`src/rtl/mgmt_pkg.sv`:
```
package mgmt_pkg;
  localparam int PRE_BITS   = 32;
  localparam int FRAME_BITS = 32;
  localparam int TOTAL_BITS = PRE_BITS + FRAME_BITS;
  localparam int TA_IDX     = 14;   // serial index of first turnaround bit
  localparam int DAT_IDX    = 16;   // serial index of first data bit
  localparam int RD_W       = 16;
  localparam int OP_HI      = 29;
  localparam int OP_LO      = 28;
  localparam logic [1:0] OP_READ = 2'b10;
endpackage

```
`src/rtl/mgmt_clkdiv.sv`:
```
module mgmt_clkdiv #(
  parameter int SPD_W = 6
) (
  input  logic             clk,
  input  logic             rst_n,
  input  logic             run,
  input  logic [SPD_W-1:0] spd,
  output logic             mdc,
  output logic             rise,
  output logic             fall
);
  logic [SPD_W-1:0] cnt;
  logic             tick;

  assign tick = run && (cnt == spd - SPD_W'(1));
  assign rise = tick && !mdc;
  assign fall = tick && mdc;

  always_ff @(posedge clk or negedge rst_n) begin
    if (!rst_n) begin
      cnt <= '0;
      mdc <= 1'b0;
    end else if (!run) begin
      cnt <= '0;
      mdc <= 1'b0;
    end else if (tick) begin
      cnt <= '0;
      mdc <= !mdc;
    end else begin
      cnt <= cnt + SPD_W'(1);
    end
  end
endmodule

```
`src/rtl/mgmt_shifter.sv`:
```
module mgmt_shifter
  import mgmt_pkg::*;
#(
  parameter int CMD_W = 32
) (
  input  logic             clk,
  input  logic             rst_n,
  input  logic             start,
  input  logic [CMD_W-1:0] cmd_word,
  input  logic             rise,
  input  logic             fall,
  input  logic             mdio_i,
  output logic             busy,
  output logic             done,
  output logic             is_read,
  output logic             mdio_o,
  output logic             mdio_oe,
  output logic [RD_W-1:0]  rd_data
);
  localparam int CNT_W = $clog2(TOTAL_BITS);

  logic [CNT_W-1:0] bitcnt;
  logic [CMD_W-1:0] sh;
  logic             in_frame;

  assign in_frame = bitcnt >= CNT_W'(PRE_BITS);
  assign done     = busy && fall && (bitcnt == CNT_W'(TOTAL_BITS - 1));
  assign mdio_o   = busy ? (in_frame ? sh[CMD_W-1] : 1'b1) : 1'b1;
  assign mdio_oe  = busy && !(is_read && (bitcnt >= CNT_W'(PRE_BITS + TA_IDX)));

  always_ff @(posedge clk or negedge rst_n) begin
    if (!rst_n) begin
      busy    <= 1'b0;
      is_read <= 1'b0;
      bitcnt  <= '0;
      sh      <= '0;
      rd_data <= '0;
    end else if (start && !busy) begin
      busy    <= 1'b1;
      is_read <= (cmd_word[OP_HI:OP_LO] == OP_READ);
      bitcnt  <= '0;
      sh      <= cmd_word;
      rd_data <= '0;
    end else if (busy) begin
      if (rise && is_read && (bitcnt >= CNT_W'(PRE_BITS + DAT_IDX)))
        rd_data <= {rd_data[RD_W-2:0], mdio_i};
      if (fall) begin
        if (done) begin
          busy   <= 1'b0;
          bitcnt <= '0;
        end else begin
          bitcnt <= bitcnt + CNT_W'(1);
          if (in_frame) sh <= {sh[CMD_W-2:0], 1'b0};
        end
      end
    end
  end
endmodule

```
`src/rtl/mgmt_evt.sv`:
```
module mgmt_evt (
  input  logic clk,
  input  logic rst_n,
  input  logic set,
  input  logic clr,
  output logic flag
);
  always_ff @(posedge clk or negedge rst_n) begin
    if (!rst_n)   flag <= 1'b0;
    else if (set) flag <= 1'b1;
    else if (clr) flag <= 1'b0;
  end
endmodule

```
`src/rtl/mgmt_frame_engine.sv`:
```
module mgmt_frame_engine
  import mgmt_pkg::*;
#(
  parameter int DATA_W  = 32,
  parameter int SPD_W   = 6,
  parameter int EVT_BIT = 23
) (
  input  logic              clk,
  input  logic              rst_n,
  input  logic              cmd_we,
  input  logic [DATA_W-1:0] cmd_wdata,
  output logic [DATA_W-1:0] cmd_rdata,
  input  logic              spd_we,
  input  logic [DATA_W-1:0] spd_wdata,
  output logic [DATA_W-1:0] spd_rdata,
  input  logic              evt_clr_we,
  input  logic [DATA_W-1:0] evt_clr_wdata,
  output logic [DATA_W-1:0] evt_rdata,
  output logic              mdc,
  output logic              mdio_o,
  output logic              mdio_oe,
  input  logic              mdio_i
);
  localparam int SPD_PAD = DATA_W - SPD_W - 1;

  logic [DATA_W-1:0] cmd_q;
  logic [SPD_W-1:0]  spd_q;
  logic              busy, done, is_read, rise, fall, evt_q, clr_hit, accept;
  logic [RD_W-1:0]   rd_data;
  logic              unused_bits;

  assign unused_bits = ^{spd_wdata[DATA_W-1:SPD_W+1], spd_wdata[0], evt_clr_wdata};
  assign accept  = cmd_we && !busy && (spd_q != '0);
  assign clr_hit = evt_clr_we && evt_clr_wdata[EVT_BIT];

  always_ff @(posedge clk or negedge rst_n) begin
    if (!rst_n) begin
      cmd_q <= '0;
      spd_q <= '0;
    end else begin
      if (accept)
        cmd_q <= cmd_wdata;
      else if (done && is_read)
        cmd_q[RD_W-1:0] <= rd_data;
      if (spd_we && !busy)
        spd_q <= spd_wdata[SPD_W:1];
    end
  end

  assign cmd_rdata = cmd_q;
  assign spd_rdata = {{SPD_PAD{1'b0}}, spd_q, 1'b0};
  assign evt_rdata = DATA_W'(evt_q) << EVT_BIT;

  mgmt_clkdiv #(.SPD_W(SPD_W)) u_div (
    .clk(clk), .rst_n(rst_n), .run(busy), .spd(spd_q),
    .mdc(mdc), .rise(rise), .fall(fall)
  );

  mgmt_shifter #(.CMD_W(DATA_W)) u_shift (
    .clk(clk), .rst_n(rst_n), .start(accept), .cmd_word(cmd_wdata),
    .rise(rise), .fall(fall), .mdio_i(mdio_i), .busy(busy), .done(done),
    .is_read(is_read), .mdio_o(mdio_o), .mdio_oe(mdio_oe), .rd_data(rd_data)
  );

  mgmt_evt u_evt (
    .clk(clk), .rst_n(rst_n), .set(done), .clr(clr_hit), .flag(evt_q)
  );
endmodule

```
`config.mk`:
```
export PLATFORM = sky130hd
export DESIGN_NAME = mgmt_frame_engine
export DESIGN_NICKNAME = d
export VERILOG_FILES = /design/src/rtl/mgmt_pkg.sv /design/src/rtl/mgmt_clkdiv.sv /design/src/rtl/mgmt_shifter.sv /design/src/rtl/mgmt_evt.sv /design/src/rtl/mgmt_frame_engine.sv
export SDC_FILE = /design/constraint.sdc
export NUM_CORES = 1
export LEC_CHECK = 0
export ABC_AREA = 1
export BUFFER_PORTS_ARGS = -buffer_cell sky130_fd_sc_hd__buf_2
export CORE_MARGIN = 4
export CORE_UTILIZATION = 50
export DETAILED_ROUTE_END_ITERATION = 8
export GPL_TIMING_DRIVEN = 0
export PLACE_DENSITY = 0.91
export REMOVE_ABC_BUFFERS = 1
export SKIP_CTS_REPAIR_TIMING = 1
export SLEW_MARGIN = 20
export SYNTH_ARGS = -nofsm -noshare
export SYNTH_HDL_FRONTEND = slang
export SYNTH_SLANG_ARGS = --single-unit
```
`constraint.sdc`:
```
create_clock -name clk -period 2.2 [get_ports clk]
set_input_delay 0.22 -clock clk [delete_from_list [all_inputs] [get_ports clk]]
set_output_delay 0.22 -clock clk [all_outputs]
set_load 0.1 [all_outputs]
```
Yosys cells after proc, flatten, opt, wreduce, memory -nomap -nowiden:

Index checks and enable logic that the tools add are counted.

* add/subtract/negate cells: 3
* order comparisons: 3
* equality and inequality tests: 5
* muxes and demuxes: 26
* reduce and logical (&&, ||, !) cells: 28

Operator list (count)
* $mux 32: 5
* $mux 16: 5
* $mux 6: 6
* $ge 6x6->1 const B: 3
* $logic_and 1x1->1: 15
* $add 6x1->6 const B: 2
* $reduce_bool 2->1: 6
* $mux 1: 10
* $eq 6x6->1: 1
* $eq 6x6->1 const B: 1
* $reduce_bool 6->1: 1
* $sub 6x1->6 const B: 1
* $reduce_and 2->1: 2
* $reduce_and 4->1: 1
* $logic_not 1->1: 3
* $eq 2x2->1 const B: 1
* $ne 2x1->1 const B: 1
* $ne 2x2->1 const B: 1

* bits in registers: 102
* bits of input ports: 102
* output and inout bits: 99

Logic depth before layout (Yosys ltp):

Gate-level depths: netlist (run 1).

* word-level depth: 10
* gate-level depth with buffers: 16
* depth with buffers taken out: 15

Cells and area by module:

From an unflattened synthesis (run 1), not the netlist that was laid out.

* cell total of the unflattened synthesis: 746
* area, all modules: 5683.0 µm²

Modules (own cells, without submodules)
* mgmt_shifter: times used 1, cells each 359, area each 2733.9 µm², seq. area each 1401.3 µm²
* mgmt_frame_engine: times used 1, cells each 287, area each 2317.2 µm², seq. area each 950.9 µm²
* mgmt_clkdiv: times used 1, cells each 95, area each 591.8 µm², seq. area each 175.2 µm²
* mgmt_evt: times used 1, cells each 5, area each 40.0 µm², seq. area each 25.0 µm²

Worst setup path before layout (run 1):

No wires, ideal clock.

* kind: register to register
* start point: register spd_q[1]
* end point: register u_shift.sh[10]
* library setup time: 117 ps
* data arrival time: 2556 ps
* setup slack: -473 ps
* cell stages (with the launch flop): 15
* cell sequence: dfrtp_1 -> inv_1 -> ha_1 -> inv_1 -> nand2_1 -> nand2_1 -> nor2_2 -> nand3_2 -> nor2_4 -> nand4_1 -> nand2_2 -> nand3_2 -> buf_6 -> nand2_1 -> nand2_1

* word-level cells in the longest chain between the ends: 8

Ends and longest elaborated chain
* start, declared: RTL line mgmt_frame_engine.sv:27 `logic [SPD_W-1:0] spd_q;`
* start signal, assigned: RTL line mgmt_frame_engine.sv:46 `spd_q <= spd_wdata[SPD_W:1];`
* $sub 6x1->6: RTL line mgmt_clkdiv.sv:15 `assign tick = run && (cnt == spd - SPD_W'(1));`
* $eq 6x6->1: RTL line mgmt_clkdiv.sv:15
* $logic_and 1x1->1: RTL line mgmt_clkdiv.sv:15
* $logic_and 1x1->1: RTL line mgmt_clkdiv.sv:17 `assign fall = tick && mdc;`
* $logic_and 1x1->1 (2 in a row): RTL line mgmt_shifter.sv:27 `assign done = busy && fall && (bitcnt == CNT_W'(TOTAL_BITS - 1));`
* $ne 2x1->1 (no line)
* $reduce_and 4->1 (no line)
* end signal, assigned: RTL line mgmt_shifter.sv:42 `sh <= cmd_word;`
* end signal, assigned: RTL line mgmt_shifter.sv:53 `if (in_frame) sh <= {sh[CMD_W-2:0], 1'b0};`
* end, declared: RTL line mgmt_shifter.sv:23 `logic [CMD_W-1:0] sh;`

Parallel ways exist; a longest one is shown, timed or not.
A chain may end at the register's enable or synchronous reset.

Final worst setup path (run 1):

* start point: register spd_q[0]
* end point: register cmd_q[1], in the netlist cmd_rdata[1]

* word-level cells in the longest chain between the ends: 8

Ends and longest elaborated chain
* $sub 6x1->6: RTL line mgmt_clkdiv.sv:15
* $eq 6x6->1: RTL line mgmt_clkdiv.sv:15
* $logic_and 1x1->1: RTL line mgmt_clkdiv.sv:15
* $logic_and 1x1->1: RTL line mgmt_clkdiv.sv:17
* $logic_and 1x1->1 (2 in a row): RTL line mgmt_shifter.sv:27
* $logic_and 1x1->1: RTL line mgmt_frame_engine.sv:43 `else if (done && is_read)`
* $reduce_bool 2->1 (no line)
* end signal, assigned: RTL line mgmt_frame_engine.sv:42 `cmd_q <= cmd_wdata;`
* end signal, assigned by index: RTL line mgmt_frame_engine.sv:44 `cmd_q[RD_W-1:0] <= rd_data;`
* end, declared: RTL line mgmt_frame_engine.sv:26 `logic [DATA_W-1:0] cmd_q;`

Parallel ways exist; a longest one is shown, timed or not.

==> flow_summary.ini, run 1 <==
[sta]
setup_tns_ns = -0.225
slew_viol_final = 0
layout_min_cycle_time_ns = 2.23
whs_ns = 0.0770
tightestPinTransition_ns = 0.770
rsz0062_at_grt = yes
fin_ws_ns = -0.0327
setup_viol = 19
fmaxAchievable_mhz = 448
hold_violations = 0
finalCritPeriodShare = 1.01
clock_skew_ns = 0.0155
max_slew_margin = 0.485

[cells_and_area]
antenna_cells = 0
nets = 897
final_area_um2 = 6550
fillers = 880
area_growth_pct = 21.4
drive_gt1_frac = 0.242
stdcell_count = 930

[route]
post-route-drc-count = 0
vias_per_cell = 5.25
route.vias.total = 4878
antenna_left = 0
post_drt_wl_per_cell_um = 16.8
wl_um = 15600
drtIter0Drc = 495
drtPass1Iterations = 5

[global_routing]
met3_usage = 0.0489
top_usage_layer = met2
grt_use_met1 = 0.222
antenna_found_initial = 0
grt_pass1_vias = 4196
grt_pass1_wl_um = 19000
grt_overflow = 0
grt_util_met2 = 0.317
grt_use_total = 0.180
grt_max_degree = 68

[worst_setup_path]
r2r_slack_ns = -0.03
critPathRequiredTime_ns = 2.46
critPathLaunch = spd_q[0]$_DFFE_PN0P_
reg2reg_to = cmd_rdata[1]$_DFFE_PN0P_
r2r_start = spd_q[0]$_DFFE_PN0P_
critPathMaxStageDelay_ns = 0.42
rr_worst_depth = 14
crit_fanout = 7
crit_type = reg -> reg
slowest_stage = dfrtp_1
end_kind = flip-flop
crit_top_cell = nand2_1
crit_path_start_kind = flip-flop
worstPathArrival_ns = 2.49
crit_chain = inv_2 -> ha_4 -> inv_2 -> nand2_1 -> nand2_1 -> nor2_2 -> nand3_2 -> nor2_4 -> nand3_4 -> nor2_8 -> nand3_4 -> buf_12 -> nand3_2 -> nand2_1

[run_status]
status = finished with violations
violations = negative setup slack

[placement]
hpwl_um = 7710
post-place-cells = 879
gp_congestion = 0.808
io_buffers = 86
placed_cell_area_um2 = 5670

[floorplanning]
die-area_um2 = 12500
io_pins = 201
die_h_um = 112
row_count = 37
start_util = 0.518
fp.dieW_um = 112
core_area_um2 = 10400

[synthesis]
yosys_warnings = 0
async_reset_ff_frac = 1.00
synth.area.top_cells = dfrtp_1 47%, nand2_1 19%, buf_4 8.1%
syn_area_um2 = 5390
ys_seq_area_frac = 0.473
synth_top_area_cell = dfrtp_1
ys_ff_latch = 102
synth_edf_count = 0
synth_common_cells = 266 x nand2_1, 102 x dfrtp_1, 58 x buf_4
yosysUniqueCellTypes = 32
synth_most_common_cell = nand2_1
synth.top_cell.area_share = 0.473
syn_inst = 689
syn-mean-instance-area_um2 = 7.83
ys.flop_type = dfrtp_1

[min_path]
hold_depth = 3
holdPathEnd = cmd_rdata[26]$_DFFE_PN0P_
min_from = cmd_wdata[26]
holdCritPathClass = in -> reg

[pwr]
p_per_area_nw_per_um2 = 530
ir_worst_vdd_uv = 438
leakagePower_nw = 3.74

[clock_network]
cts_tree = yes
clkSinkCount = 102
cts.clk_slew.worst_paths_ns = 0.10
root_buffer = clkbuf_8
clk_latency_ns = 0.36
clockBufferDepth = 2
cts_buffers = 9
h-tree-depth = 3

[flow_run]
max-cap-violations = 0
==> how the worst max path moves through the flow <==
stage	endpoint	depth (start not counted)	slack, ns
after global placement	u_shift.sh[27]$_DFFE_PN0P_	8	-4.26
after CTS	u_shift.sh[29]$_DFFE_PN0P_	13	-1.02
final	cmd_rdata[1]$_DFFE_PN0P_	14	-0.03
after detailed placement	u_shift.sh[29]$_DFFE_PN0P_	13	-1.0
after global routing	u_shift.sh[27]$_DFFE_PN0P_	16	-0.16
after floorplan	u_shift.sh[10]$_DFFE_PN0P_	8	-2.80
==> where the power goes <==
group | switching, mW | internal [mW] | total (mW)
registers | 0.000225 | 1.87 | 1.87
logic | 0.482 | 0.0380 | 0.520
clock network | 0.667 | 0.409 | 1.08
total | 1.15 | 2.32 | 3.47
==> flip-flops by register name (all words and copies together) (netlist names) <==
register,flops
u_shift.sh,32
u_div.mdc,1
u_shift.is_read,1
spd_q,6
u_shift.rd_data,16
u_div.cnt,6
u_shift.busy,1
cmd_rdata,32
u_evt.flag,1
u_shift.bitcnt,6
==> worst max-delay path: cells and delay by family, from the launching register on <==
kind	cells	cell delay [ns]
flops	1	0.42
buf+inv	3	0.34
simple gates	10	1.08
fa+ha+maj	1	0.28
==> layer usage <==
layer / wire length, µm / vias up
met5: 0 / -
met4: 208 / 0
met3: 1160 / 22
met2: 7710 / 210
met1: 6540 / 2351
li1: - / 2295
==> cell type report <==
type / count / area (µm²) / share of cell area
timing repair buffer: 110 / 768 / 0.117
multi-input combinational: 518 / 2700 / 0.413
clock inverter: 5 / 37.5 / 0.00573
clock buffer: 10 / 128 / 0.0195
sequential: 102 / 2550 / 0.390
tap: 136 / 170 / 0.0260
inverter: 49 / 186 / 0.0285
==> layout by cell type, fill, tap and decap left out, types with 9 or more instances in the layout <==
cell / netlist / final
inv_1: 44 / 42
buf_2: 13 / 85
buf_4: 58 / 11
nand3_2: 3 / 18
nand2_2: 3 / 11
nand4_1: 33 / 33
conb_1: 1 / 57
o21ai_0: 36 / 36
nand2_1: 266 / 253
a21oi_1: 15 / 15
clkbuf_8: 0 / 9
dfrtp_1: 102 / 102
o21ai_1: 9 / 9
nor2_1: 31 / 28
==> cells by family after synthesis <==
kind of cell | Yosys count | share of synthesized area
AOI/OAI and AO/OA | 63 | 0.0592
xor gates and xnor gates | 5 | 0.00812
adders and majority gates | 5 | 0.0116
buffers and inverters | 139 | 0.146
DFF | 102 | 0.473
other | 1 | 0.000695
and+or+nand+nor | 374 | 0.301
==> stage by stage <==
step                total power [mW]  setup slack (ns)   util
floorplan                       2.34             -2.80      -
global placement                2.42             -4.26  0.538
detailed placement              2.43            -0.999  0.544
CTS                             3.48             -1.02  0.560
global route                    3.57            -0.164  0.628
finish                          3.47           -0.0327  0.628
(Power assumes the default switching activity.)
==> run 2, diff against run 1 <==
--- a/config.mk
+++ b/config.mk
@@ -12,7 +12,6 @@
 export DETAILED_ROUTE_END_ITERATION = 8
 export GPL_TIMING_DRIVEN = 0
 export PLACE_DENSITY = 0.91
-export REMOVE_ABC_BUFFERS = 1
 export SKIP_CTS_REPAIR_TIMING = 1
 export SLEW_MARGIN = 20
 export SYNTH_ARGS = -nofsm -noshare
==> constraint.sdc (replaced) <==
create_clock -name clk -period 2.2 [get_ports clk]
set_input_delay 0.11 -clock clk [delete_from_list [all_inputs] [get_ports clk]]
set_output_delay 0.11 -clock clk [all_outputs]
set_load 0.1 [all_outputs]
==> run 2 against run 1 <==
Worst setup slack better by 0.11 ns. The run ends with negative hold slack left. Non-clock buffer count is 95 higher. Hold slack worse by 0.11 ns. Clock power hardly changed. Die area stayed put. Largest power group unchanged. Design area is 3.2% higher. Global-route usage is 2.0 points higher. Highest routed layer unchanged. Sequential power hardly changed. Fmax is 5.1% higher. Final cell count is 8.8% higher. Clock skew is 0.0040 ns lower.
==> flow_summary.ini, run 2 (synthesis gave the netlist of run 1 again) <==
[global_routing]
grt_use_met1 = 0.265
grt_overflow = 0
grt_use_total = 0.201
met3_usage = 0.0364
grt_pass1_vias = 4404
top_usage_layer = met2
grt_util_met2 = 0.334
grt_max_degree = 84
antenna_found_initial = 0
grt_pass1_wl_um = 20700

[sta]
tightestPinTransition_ns = 0.500
hold_violations = 6
max_slew_margin = 0.666
fmaxAchievable_mhz = 471
whs_ns = -0.0362
slew_viol_final = 0
fin_ws_ns = 0.0749
clock_skew_ns = 0.0114
setup_tns_ns = 0
setup_viol = 0
finalCritPeriodShare = 0.966
layout_min_cycle_time_ns = 2.13

[route]
vias_per_cell = 4.88
post_drt_wl_per_cell_um = 13.1
post-route-drc-count = 0
wl_um = 13300
drtIter0Drc = 381
antenna_left = 0
drtPass1Iterations = 5
route.vias.total = 4940

[worst_setup_path]
slowest_stage = dfrtp_4
crit_chain = inv_4 -> ha_4 -> nand2_1 -> nand2_1 -> nor2_2 -> nand3_2 -> nor2_4 -> nand3_4 -> nor2_8 -> nand3_4 -> nand2_4 -> buf_4 -> nand2_1 -> nand2_1
crit_fanout = 6
crit_top_cell = nand2_1
crit_buf_inv = 2
cpLargestDelayFamily = simple AND/OR/NAND/NOR gates
crit_type = reg -> reg
end_kind = flip-flop
worstPathArrival_ns = 2.44
critPathMaxStageDelay_ns = 0.52
critPathRequiredTime_ns = 2.52
crit_path_start_kind = flip-flop

[pwr]
p_per_area_nw_per_um2 = 532
leakagePower_nw = 4.04
ir_worst_vdd_uv = 278

[clock_network]
clockBufferDepth = 2
cts_buffers = 9
h-tree-depth = 3
clkSinkCount = 102
root_buffer = clkbuf_8
cts.clk_slew.worst_paths_ns = 0.10
clk_latency_ns = 0.37
cts_tree = yes

[cells_and_area]
drive_gt1_frac = 0.263
fillers = 843
final_common_cell = nand2_1
ff_latch_area_um2 = 2560
fin_util = 0.649
area_growth_pct = 25.3
nets = 978
mostFrequentLayoutCells = 261 x nand2_1, 96 x dfrtp_1, 95 x buf_2, 77 x buf_4, 57 x conb_1
final_area_um2 = 6760
antenna_cells = 0
multiInputGateArea_um2 = 2320

[placement]
placed_cell_area_um2 = 6270
pre_cts_ws_ns = -0.0614
gp_congestion = 0.851
hpwl_um = 9210
io_buffers = 86

[floorplanning]
die-area_um2 = 12500
row_count = 37
die_h_um = 112
fp.dieW_um = 112
io_pins = 201
core_area_um2 = 10400
start_util = 0.518

[run_status]
violations = negative hold slack
status = finished with violations

[flow_run]
max-cap-violations = 0

[min_path]
holdCritPathClass = in -> reg
run 2: per-layer routing:
metal	wire (µm)	vias up
li1	-	2427
met5	0	-
met3	1080	23
met1	5420	2246
met4	231	0
met2	6560	244
run 2: report_power, final:
part,switching (mW),leakage [nW],internal (mW)
combinational,0.501,2.63,0.122
sequential,0.000286,1.34,1.87
clock,0.678,0.0712,0.416
run 2: worst reg2reg max path: stages (launching register included):
cell     delay (ns)
dfrtp_4        0.52
inv_4          0.10
ha_4           0.20
nand2_1        0.06
nand2_1        0.06
nor2_2         0.10
nand3_2        0.09
nor2_4         0.15
nand3_4        0.11
nor2_8         0.16
nand3_4        0.14
nand2_4        0.14
buf_4          0.14
nand2_1        0.05
nand2_1        0.06
run 2: area by class of cell:
class | instances | share of cell area
plain buffers | 88 | 0.0917
clock buffers | 10 | 0.0189
clock inverters | 6 | 0.00685
inverters | 49 | 0.0276
multi-input cells | 504 | 0.343
flip-flops and latches | 102 | 0.380
well taps | 136 | 0.0252
repair buffers | 117 | 0.107
run 2: metrics by stage:
step / instances / power, mW
after CTS: 984 / 3.57
after global placement: 967 / 2.50
final: 1012 / 3.59
after global routing: 1012 / 3.69
after detailed placement: 968 / 2.51
after floorplan: 745 / 2.42
run 2: final timing paths:
kind / startpoint / to / slack (ns) / cells past startpoint
max in group asynchronous: rst_n / spd_q[1]$_DFFE_PN0P_ / 1.38 / 3
worst max-delay path: spd_q[0]$_DFFE_PN0P_ / cmd_rdata[9]$_DFFE_PN0P_ / 0.07 / 14
worst min register to register: u_shift.sh[31]$_DFFE_PN0P_ / u_shift.sh[31]$_DFFE_PN0P_ / 0.47 / 2
worst min-delay path: cmd_wdata[24] / cmd_rdata[24]$_DFFE_PN0P_ / -0.04 / 3
min in group asynchronous: rst_n / u_shift.sh[26]$_DFFE_PN0P_ / 0.13 / 2
worst max register to register: spd_q[0]$_DFFE_PN0P_ / cmd_rdata[9]$_DFFE_PN0P_ / 0.07 / 14
==> run 3, diff against run 2 <==
--- a/config.mk
+++ b/config.mk
@@ -7,6 +7,7 @@
 export LEC_CHECK = 0
 export ABC_AREA = 1
 export BUFFER_PORTS_ARGS = -buffer_cell sky130_fd_sc_hd__buf_2
+export CORE_ASPECT_RATIO = 0.6
 export CORE_MARGIN = 4
 export CORE_UTILIZATION = 50
 export DETAILED_ROUTE_END_ITERATION = 8
==> run 3 against run 2 <==
The flow finishes with violations (negative hold slack, negative setup slack). Worst setup slack lost 0.17 ns. Hold slack gained 0.017 ns. Final cell count shrank 0.40%. Clock skew grew 0.0013 ns. Wire length grew 24%. Sequential power is essentially flat.
==> flow_summary.ini, run 3 (synthesis gave the netlist of run 1 again) <==
[run_status]
status = finished with violations
violations = negative hold slack, negative setup slack

[floorplanning]
die-area_um2 = 12600
core_area_um2 = 10600
die_h_um = 88.4
row_count = 29
start_util = 0.511
fp.dieW_um = 142
io_pins = 201

[sta]
clock_skew_ns = 0.0128
tightestPinTransition_ns = 0.583
fin_ws_ns = -0.0973
finalCritPeriodShare = 1.04
slew_viol_final = 0
rsz0062_at_grt = yes
whs_ns = -0.0194
layout_min_cycle_time_ns = 2.30
fmaxAchievable_mhz = 435
setup_viol = 36
max_slew_margin = 0.611
hold_violations = 5

[cells_and_area]
ff_latch_area_um2 = 2560
area_growth_pct = 29.6
nets = 971
fillers = 795
final_common_cell = nand2_1
antenna_cells = 0
mostFrequentLayoutCells = 232 x nand2_1, 96 x dfrtp_1, 91 x buf_2, 76 x buf_4, 57 x conb_1
drive_gt1_frac = 0.301
multiInputGateArea_um2 = 2420

[route]
antenna_left = 0
route.vias.total = 5350
drtPass1Iterations = 6
post_drt_wl_per_cell_um = 16.4
vias_per_cell = 5.31
wl_um = 16500
post-route-drc-count = 0
drtIter0Drc = 614

[global_routing]
grt_overflow = 0
grt_max_degree = 73
antenna_found_initial = 0
grt_pass1_wl_um = 22800
grt_pass1_vias = 4691
grt_use_total = 0.230

[pwr]
leakagePower_nw = 4.13
pwr-share-clk = 0.398
p_per_area_nw_per_um2 = 592
ir_worst_vdd_uv = 353
seqPwrFrac = 0.453
swShare = 0.298
p_int_mw = 2.90
power_frac_comb = 0.149
p_sw_mw = 1.24

[clock_network]
clk_latency_ns = 0.36
cts.clk_slew.worst_paths_ns = 0.08
cts_buffers = 9
h-tree-depth = 3
clkSinkCount = 102
root_buffer = clkbuf_16
clockBufferDepth = 2
cts_tree = yes

[flow_run]
max-cap-violations = 0

[worst_setup_path]
crit_path_start_kind = flip-flop
end_kind = flip-flop
critPathRequiredTime_ns = 2.47
crit_fanout = 10
crit_type = reg -> reg
worstPathArrival_ns = 2.56

[placement]
pre_cts_ws_ns = -0.0522
io_buffers = 86
hpwl_um = 10500
gp_congestion = 0.880

[min_path]
holdCritPathClass = in -> reg
## run 3: cell count changes in the layout (fill, tap and decap cells not counted), sizes merged
cell,before,now
clkinv,0,3
dlygate4sd3,14,6
clkbuf,21,27
buf,180,176
clkinvlp,5,0
bufinv,0,1
## run 3: per-layer routing
layer | track usage | vias to the layer above | wire, µm
li1 | - | 2422 | -
met1 | 0.322 | 2502 | 6500
met2 | 0.346 | 354 | 7550
met3 | 0.0778 | 72 | 1880
met4 | 0.0636 | 0 | 551
met5 | 0 | - | 0
## run 3: final cells by class
class,count,share of cell area
Timing Repair Buffer,110,0.0994
Clock buffer,11,0.0347
Buffer,88,0.0922
Clock inverter,5,0.00823
Tap cell,139,0.0249
Sequential cell,102,0.367
Inverter,49,0.0270
Multi-Input combinational cell,504,0.347
## run 3: per-stage QoR
stage	std cells	utilization	power (mW)	TNS (ns)	area (µm²)
floorplan	745	-	2.42	0	5630
CTS	987	0.622	4.12	-3.80	6570
detailed placement	971	0.594	2.51	-0.643	6270
global placement	970	0.591	2.50	-7.96	6240
global route	1008	0.662	4.24	-6.85	6990
finish	1008	0.662	4.14	-1.79	6990
## run 3: path summary, 6_finish.rpt
kind | from | to | slack, ns | depth (start not counted)
setup / recovery | spd_q[0]$_DFFE_PN0P_ | u_shift.rd_data[13]$_DFFE_PN0P_ | -0.1 | 10
hold / removal | cmd_wdata[27] | cmd_rdata[27]$_DFFE_PN0P_ | -0.02 | 3
setup reg to reg | spd_q[0]$_DFFE_PN0P_ | u_shift.rd_data[13]$_DFFE_PN0P_ | -0.1 | 10
hold reg to reg | u_shift.sh[30]$_DFFE_PN0P_ | u_shift.sh[30]$_DFFE_PN0P_ | 0.48 | 2
max in group asynchronous | rst_n | spd_q[1]$_DFFE_PN0P_ | 1.33 | 3
min in group asynchronous | rst_n | cmd_rdata[17]$_DFFE_PN0P_ | 0.20 | 2
## run 3: critical path, cell delays in order (launching register included)
cell      delay [ns]
dfrtp_4         0.51
inv_4           0.09
buf_4           0.12
ha_1            0.14
nand4_1         0.13
nand2_2         0.22
clkbuf_1        0.49
nand2_1         0.17
inv_1           0.12
nor2_1          0.05
a21oi_1         0.15
## run 3: power by group through the flow
stage               combinational (mW)  sequential (mW)  clock [mW]
detailed placement               0.599             1.91           0
global placement                 0.591             1.91           0
global route                     0.642             1.87        1.72
finish                           0.618             1.87        1.65
floorplan                        0.509             1.91           0
CTS                              0.600             1.88        1.64
